**src/rtl/frac_div_pkg.sv**
```systemverilog
package frac_div_pkg;

    localparam int DIV_INT_W = 8;
    localparam int FRAC_W    = 20;

    typedef struct packed {
        logic [DIV_INT_W-1:0] whole;
        logic [FRAC_W-1:0]    part;
    } ratio_t;

    function automatic logic ratio_bad(ratio_t r);
        return (r.whole < DIV_INT_W'(2)) ||
               ((r.whole == DIV_INT_W'(2)) && (r.part == '0));
    endfunction

    function automatic ratio_t ratio_fix(ratio_t r);
        ratio_t o;
        o = r;
        if (ratio_bad(r)) begin
            o.whole = DIV_INT_W'(2);
            o.part  = FRAC_W'(1);
        end
        return o;
    endfunction

endpackage

```
**src/rtl/fd_ratio_stage.sv**
```systemverilog
module fd_ratio_stage
    import frac_div_pkg::*;
(
    input  logic   clk,
    input  logic   rst,
    input  ratio_t req_i,
    input  logic   load_i,
    input  logic   boundary_i,
    output ratio_t use_o,
    output logic   err_o
);
    ratio_t act_q;
    ratio_t pend_q;
    logic   pend_vld_q;
    logic   err_q;
    ratio_t req_fixed;

    assign req_fixed = ratio_fix(req_i);

    // A strobe in the closing cycle of a period bypasses the pending slot.
    always_comb begin
        if (load_i)
            use_o = req_fixed;
        else if (pend_vld_q)
            use_o = pend_q;
        else
            use_o = act_q;
    end

    always_ff @(posedge clk) begin
        if (rst) begin
            act_q      <= req_fixed;
            pend_q     <= req_fixed;
            pend_vld_q <= 1'b0;
            err_q      <= 1'b0;
        end else begin
            if (boundary_i) begin
                act_q      <= use_o;
                pend_vld_q <= 1'b0;
            end else if (load_i) begin
                pend_q     <= req_fixed;
                pend_vld_q <= 1'b1;
            end
            if (load_i)
                err_q <= ratio_bad(req_i);
        end
    end

    assign err_o = err_q;

endmodule

```
**src/rtl/fd_phase_acc.sv**
```systemverilog
module fd_phase_acc #(
    parameter int FRAC_W = 20
) (
    input  logic              clk,
    input  logic              rst,
    input  logic [FRAC_W-1:0] step_i,
    input  logic              boundary_i,
    output logic              carry_o,
    output logic [FRAC_W-1:0] acc_o
);
    logic [FRAC_W-1:0] acc_q;
    logic [FRAC_W:0]   sum;

    assign sum     = {1'b0, acc_q} + {1'b0, step_i};
    assign carry_o = sum[FRAC_W];

    always_ff @(posedge clk) begin
        if (rst)
            acc_q <= '0;
        else if (boundary_i)
            acc_q <= sum[FRAC_W-1:0];
    end

    assign acc_o = acc_q;

endmodule

```
**src/rtl/fd_period_cnt.sv**
```systemverilog
module fd_period_cnt #(
    parameter int INT_W = 8
) (
    input  logic             clk,
    input  logic             rst,
    input  logic [INT_W-1:0] whole_i,
    input  logic             carry_i,
    output logic             boundary_o,
    output logic             tick_o
);
    localparam int EXT_W = INT_W + 1;

    logic [INT_W-1:0] cnt_q;
    logic [EXT_W-1:0] reload;
    logic             tick_q;

    assign boundary_o = (cnt_q == '0);
    // Cycles left after this one: N - 1, or N when stretched.
    assign reload = {1'b0, whole_i} + EXT_W'(carry_i) - EXT_W'(1);

    always_ff @(posedge clk) begin
        if (rst) begin
            cnt_q  <= '0;
            tick_q <= 1'b0;
        end else begin
            tick_q <= boundary_o;
            if (boundary_o)
                cnt_q <= reload[INT_W-1:0];
            else
                cnt_q <= cnt_q - INT_W'(1);
        end
    end

    assign tick_o = tick_q;

endmodule

```
**src/rtl/frac_clk_div.sv**
```systemverilog
module frac_clk_div
    import frac_div_pkg::*;
(
    input  logic                 clk,
    input  logic                 rst,
    input  logic [DIV_INT_W-1:0] div_int,
    input  logic [FRAC_W-1:0]    div_frac,
    input  logic                 load,
    output logic                 clk_en,
    output logic                 cfg_err
);
    ratio_t            req;
    ratio_t            use_ratio;
    logic              period_edge;
    logic              stretch;
    logic [FRAC_W-1:0] acc_val;

    assign req.whole = div_int;
    assign req.part  = div_frac;

    fd_ratio_stage u_ratio (
        .clk        (clk),
        .rst        (rst),
        .req_i      (req),
        .load_i     (load),
        .boundary_i (period_edge),
        .use_o      (use_ratio),
        .err_o      (cfg_err)
    );

    fd_phase_acc #(.FRAC_W(FRAC_W)) u_acc (
        .clk        (clk),
        .rst        (rst),
        .step_i     (use_ratio.part),
        .boundary_i (period_edge),
        .carry_o    (stretch),
        .acc_o      (acc_val)
    );

    fd_period_cnt #(.INT_W(DIV_INT_W)) u_cnt (
        .clk        (clk),
        .rst        (rst),
        .whole_i    (use_ratio.whole),
        .carry_i    (stretch),
        .boundary_o (period_edge),
        .tick_o     (clk_en)
    );

endmodule

```
**config.mk**
```make
export PLATFORM = sky130hd
export DESIGN_NAME = frac_clk_div
export DESIGN_NICKNAME = d
export VERILOG_FILES = /design/src/rtl/frac_div_pkg.sv /design/src/rtl/fd_ratio_stage.sv /design/src/rtl/fd_phase_acc.sv /design/src/rtl/fd_period_cnt.sv /design/src/rtl/frac_clk_div.sv
export SDC_FILE = /design/constraint.sdc
export NUM_CORES = 1
export LEC_CHECK = 0
export ABC_AREA = 0
export ABC_CLOCK_PERIOD_IN_PS = 5900
export BUFFER_PORTS_ARGS = -buffer_cell sky130_fd_sc_hd__buf_2
export CAP_MARGIN = 20
export CORE_ASPECT_RATIO = 1.2
export CORE_MARGIN = 2
export CORE_UTILIZATION = 55
export CTS_BUF_LIST = sky130_fd_sc_hd__clkbuf_16
export CTS_CLUSTER_DIAMETER = 80
export DETAILED_ROUTE_END_ITERATION = 8
export PLACE_DENSITY_LB_ADDON = 0.3
export SLEW_MARGIN = 20
export SYNTH_ARGS = -nofsm -noshare
export SYNTH_HDL_FRONTEND = slang
export SYNTH_HIERARCHICAL = 1
export SYNTH_SLANG_ARGS = --single-unit
export TNS_END_PERCENT = 50
```
**constraint.sdc**
```tcl
create_clock -name clk -period 5.9 [get_ports clk]
set_input_delay 0.59 -clock clk [delete_from_list [all_inputs] [get_ports clk]]
set_output_delay 0.59 -clock clk [all_outputs]
set_load 0.1 [all_outputs]
```
**Word-level counts from Yosys, hierarchy flattened**

Index checks and enable logic that the tools add are counted.

- Flip-flop bits (word level): 87
- Input bits: 31
- Output and inout port bits: 2

- Add/sub/neg operators: 4
- $lt $le $gt $ge: 1
- Eq/ne operators: 2
- Mux-type cells: 9
- Reduce and logical (&&, ||, !) cells: 8

Operators with widths:

| operator | count |
|---|---|
| 28-bit 2-to-1 mux | 8 |
| 20-bit by 20-bit adder with 21-bit output | 1 |
| 20-bit zero test | 1 |
| 8-bit by 1-bit subtractor with 8-bit output (second input constant) | 2 |
| 8-bit by 1-bit adder with 8-bit output | 1 |
| 8-bit by 2-bit equality test with 1-bit output (second input constant) | 1 |
| 8-bit zero test | 1 |
| 8-bit by 2-bit < comparator with 1-bit output (second input constant) | 1 |
| 8-bit 2-to-1 mux | 1 |
| 2-bit nonzero test | 2 |
| 2-bit inequality test (second input constant) | 1 |
| 2-bit AND reduction | 1 |
| 2-bit OR reduction | 1 |
| 1-bit logical AND | 1 |
| 1-bit logical OR | 1 |

**Longest topological paths before layout**

- Depth in word-level cells: 9
- Gate-level depth with buffers: 20
- Depth with buffers taken out: 19

**Modules after synthesis**

Netlist, hierarchy kept.

Modules (own cells, without submodules):

| module | instances | cells an instance | area an instance (um^2) |
|---|---|---|---|
| fd_ratio_stage | 1 | 287 | 3185.6 |
| fd_phase_acc | 1 | 214 | 1775.5 |
| fd_period_cnt | 1 | 67 | 595.6 |

**Worst setup path after synthesis**

No wires, ideal clock.

- Path kind: input-to-reg
- Start point: input port div_int[3]
- End point: register u_cnt.cnt_q[6]
- Setup time: 117 ps
- Arrival time: 3947 ps
- Path slack: 1836 ps
- Stages: 19
- Buffers on the path: 1
- Cell sequence: nor2_1 -> nand4b_1 -> buf_2 -> nand2_1 -> a21oi_1 -> ha_1 -> a21o_1 -> a31o_2 -> o2111ai_1 -> o211ai_1 -> a21o_1 -> a21o_1 -> inv_1 -> ha_1 -> ha_1 -> or3b_1 -> nor3_1 -> xor2_1 -> a22o_1

RTL lines:

| element | line | text |
|---|---|---|
| start, declared | frac_clk_div.sv:6 | `input logic [DIV_INT_W-1:0] div_int,` |
| end signal, assigned | fd_period_cnt.sv:28 | `cnt_q <= reload[INT_W-1:0];` |
| end signal, assigned | fd_period_cnt.sv:30 | `cnt_q <= cnt_q - INT_W'(1);` |
| end, declared | fd_period_cnt.sv:13 | `logic [INT_W-1:0] cnt_q;` |

==> results.sh <==
export IMPL_status="completed"
export IMPL_h_tree_depth=3
export IMPL_rr_worst_depth=17
export IMPL_cp_start_kind="input port"
export IMPL_tightestPinTransition_ns=0.917
export IMPL_cts_tree="done"
export IMPL_cts_resized=0
export IMPL_netlist_area_mm2=0.00556
export IMPL_num_rows=40
export IMPL_globalplace_congestion=0.974
export IMPL_synth_async_sr_flop_share=0
export IMPL_crit_path_top_delay_cell="nand4b_1"
export IMPL_max_stage_delay_ns=0.69
export IMPL_hpwl_mm=8.19
export IMPL_crit_type="in2reg"
export IMPL_finalNetCount=635
export IMPL_vias_per_cell=6.07
export IMPL_setup_tns_ns=0
export IMPL_first_iter_violations=275
export IMPL_cp_top_family="simple AND/OR/NAND/NOR gates"
export IMPL_hold_class="in2reg"
export IMPL_drcViolationCount=0
export IMPL_min_from="div_int[7]"
export IMPL_critPathBufInv=2
export IMPL_slew_headroom=0.389
export IMPL_layout_drive_gt1_share=0.173
export IMPL_utilization=0.603
export IMPL_min_to="u_ratio/pend_q[27]$_DFFE_PP_"
export IMPL_hold_path_cell_count=1
export IMPL_grt_pass1_vias=4086
export IMPL_yosysWarnings=6
export IMPL_required_ns=6.13
export IMPL_cts_sinks=87
export IMPL_syn_nets=625
export IMPL_period_needed_ns=4.88
export IMPL_ctsHoldBuffers=0
export IMPL_fin_crit_sh=0.827
export IMPL_synth_compound_area_frac=0.215
export IMPL_pin_count=33
export IMPL_synth_seq_area_share=0.414
export IMPL_vdd_ir_drop_worst_mv=0.153
export IMPL_clk_path_buf_depth=2
export IMPL_fin_skew_ns=0.00429
export IMPL_crit_path_cell_trace="buf_2 > nor2_1 > nand4b_1 > nand2_1 > a21oi_1 > ha_1 > a21oi_1 > o21ai_0 > a221oi_1 > o211ai_1 > a21o_1 > a21o_1 > inv_1 > ha_1 > ha_1 > or3b_1 > nor3_1 > xor2_1 > a22o_1"
export IMPL_die_w_um=95.8
export IMPL_synthXorXnorAreaFrac=0.0284
export IMPL_finalMaxSlewViolations=0
export IMPL_n_fill_cell=819
export IMPL_synth_fa_ha_area_frac=0.0599
export IMPL_netlist_instances=568
export IMPL_worstReg2RegStart="u_ratio/pend_vld_q$_SDFFE_PP0P_"
export IMPL_routed_wl_mm=12.1
export IMPL_syn_to_final_growth_pct=7.54
export IMPL_core_area_mm2=0.00991
export IMPL_drt_first_pass_iters=4
export IMPL_synth_seq_cells=87
export IMPL_grt_ovfl_total=0
export IMPL_grt_setup_unrepaired="no"
export IMPL_start_util=0.561
export IMPL_root_buffer="clkbuf_16"
export IMPL_grt_pass1_wl_mm=19.4
export IMPL_grt_usage=0.229
export IMPL_syn_avg_cell_area_um2=9.78
export IMPL_clk_latency_ns=0.34
export IMPL_reg2reg_setup_slack_ns=1.26
export IMPL_cts_buffers_inserted=9
export IMPL_fmax_mhz=205
export IMPL_r2r_end="u_cnt/cnt_q[6]$_SDFF_PP0_"
export IMPL_die_y_um=114
export IMPL_io_buffer_count=32
export IMPL_p_leak_nw=2.39
export IMPL_clkTransAtPathRegs_ns=0.06
export IMPL_hold_viol_final=0
export IMPL_antennaDiodeCount=0
export IMPL_die_area_mm2=0.0109
export IMPL_post_cts_setup_buffer_count=0
export IMPL_synthMuxAreaShare=0.0471
export IMPL_yosysUniqueCellTypes=74
export IMPL_antenna_found_initial=0
export IMPL_finalSetupViolations=0
export IMPL_crit_top_cell="ha_1"
export IMPL_synth_top_family_by_area="compound AO/OA/AOI/OAI gates"
export IMPL_synth_edf_count=56
export IMPL_cp_max_fo=17
export IMPL_final_common_cell="a21oi_1"
export IMPL_power_density_mw_per_mm2=428
export IMPL_vias=4303
export IMPL_mostFrequentLayoutCells="a21oi_1 (59), edfxtp_1 (56), nand2_1 (49), nor2_1 (37), buf_2 (32)"
export IMPL_drv_cap=0
export IMPL_grt_max_degree=55
export IMPL_wl_per_cell_um=17.0
export IMPL_arrival_ns=5.11
export IMPL_synthSimpleGateAreaFrac=0.172
export IMPL_ys_flop_type="edfxtp_1"
export IMPL_crit_path_end_kind="flip-flop"
export IMPL_ant_nets=0
## where the power goes
| part | internal [mW] | total (mW) | leakage [nW] | switching [mW] |
|---|---|---|---|---|
| Clock | 0.303 | 0.526 | 0.141 | 0.223 |
| Combinational | 0.452 | 1.11 | 1.43 | 0.656 |
| Sequential | 0.825 | 0.924 | 0.813 | 0.0992 |
## kinds of logic (layout without fill, tap and decap cells)
| logic type | count (synthesis) | in the layout |
|---|---|---|
| xor+xnor | 18 | 18 |
| mux | 24 | 24 |
| compound gates | 167 | 167 |
| buf+inv | 72 | 87 |
| fa+ha+maj | 26 | 26 |
| flops | 87 | 87 |
| simple gates | 174 | 174 |
## state kept, by name, summed over array words and instances (netlist names)
name / flops
u_ratio/pend_q: 28
u_acc/acc_o: 20
u_ratio/err_o: 1
u_cnt/cnt_q: 8
u_cnt/tick_o: 1
u_ratio/act_q: 28
u_ratio/pend_vld_q: 1
## cell type report
class | count | area, um2 | share of cell area
timing repair buffer | 40 | 220 | 0.0369
multi-input combinational | 409 | 2900 | 0.486
clock buffer | 10 | 250 | 0.0419
sequential | 87 | 2300 | 0.385
clock inverter | 6 | 25.0 | 0.00419
tap | 126 | 158 | 0.0264
inverter | 31 | 116 | 0.0195
## Yosys cell counts (all sizes together) (9+ instances only)
cell    instances  share of area
nor2b          21          0.024
o21ai          12          0.011
a21o            9          0.012
clkbuf         15          0.010
inv            31          0.021
nand2          50          0.035
a21oi          59          0.053
xnor2          10          0.016
mux2           11          0.024
buf            26          0.032
mux2i          13          0.023
nand3          10         0.0099
dfxtp          31           0.11
ha             25          0.056
nor2           39          0.027
a211oi         45          0.076
edfxtp         56           0.30
## routing by layer
metal | track usage | share of wire | up-vias
met5 | 0 | 0 | -
met4 | 0.0838 | 0.014 | 0
met3 | 0.0382 | 0.040 | 11
met2 | 0.371 | 0.49 | 86
met1 | 0.306 | 0.46 | 2087
li1 | - | - | 2119
## how the worst max path moves through the flow
stage,start,end,slack [ns],cells past startpoint
floorplan,div_int[3],u_cnt/cnt_q[6]$_SDFF_PP0_,1.84,19
global placement,div_int[3],u_cnt/cnt_q[6]$_SDFF_PP0_,0.87,19
detailed placement,div_int[3],u_cnt/cnt_q[6]$_SDFF_PP0_,0.74,19
CTS,div_int[3],u_cnt/cnt_q[6]$_SDFF_PP0_,1.09,19
global route,div_int[3],u_cnt/cnt_q[6]$_SDFF_PP0_,0.72,19
finish,div_int[3],u_cnt/cnt_q[6]$_SDFF_PP0_,1.02,19
## through the flow
step | power, mW | setup WS [ns] | hold WS (ns) | cells | area, um2
floorplan | 1.82 | 1.84 | 0.464 | 568 | 5560
global placement | 1.99 | 0.872 | 0.475 | 693 | 5700
detailed placement | 2.03 | 0.742 | 0.484 | 693 | 5700
CTS | 2.57 | 1.09 | 0.464 | 709 | 5980
global route | 2.73 | 0.720 | 0.471 | 709 | 5980
finish | 2.56 | 1.02 | 0.475 | 709 | 5980
(Power assumes the default switching activity.)
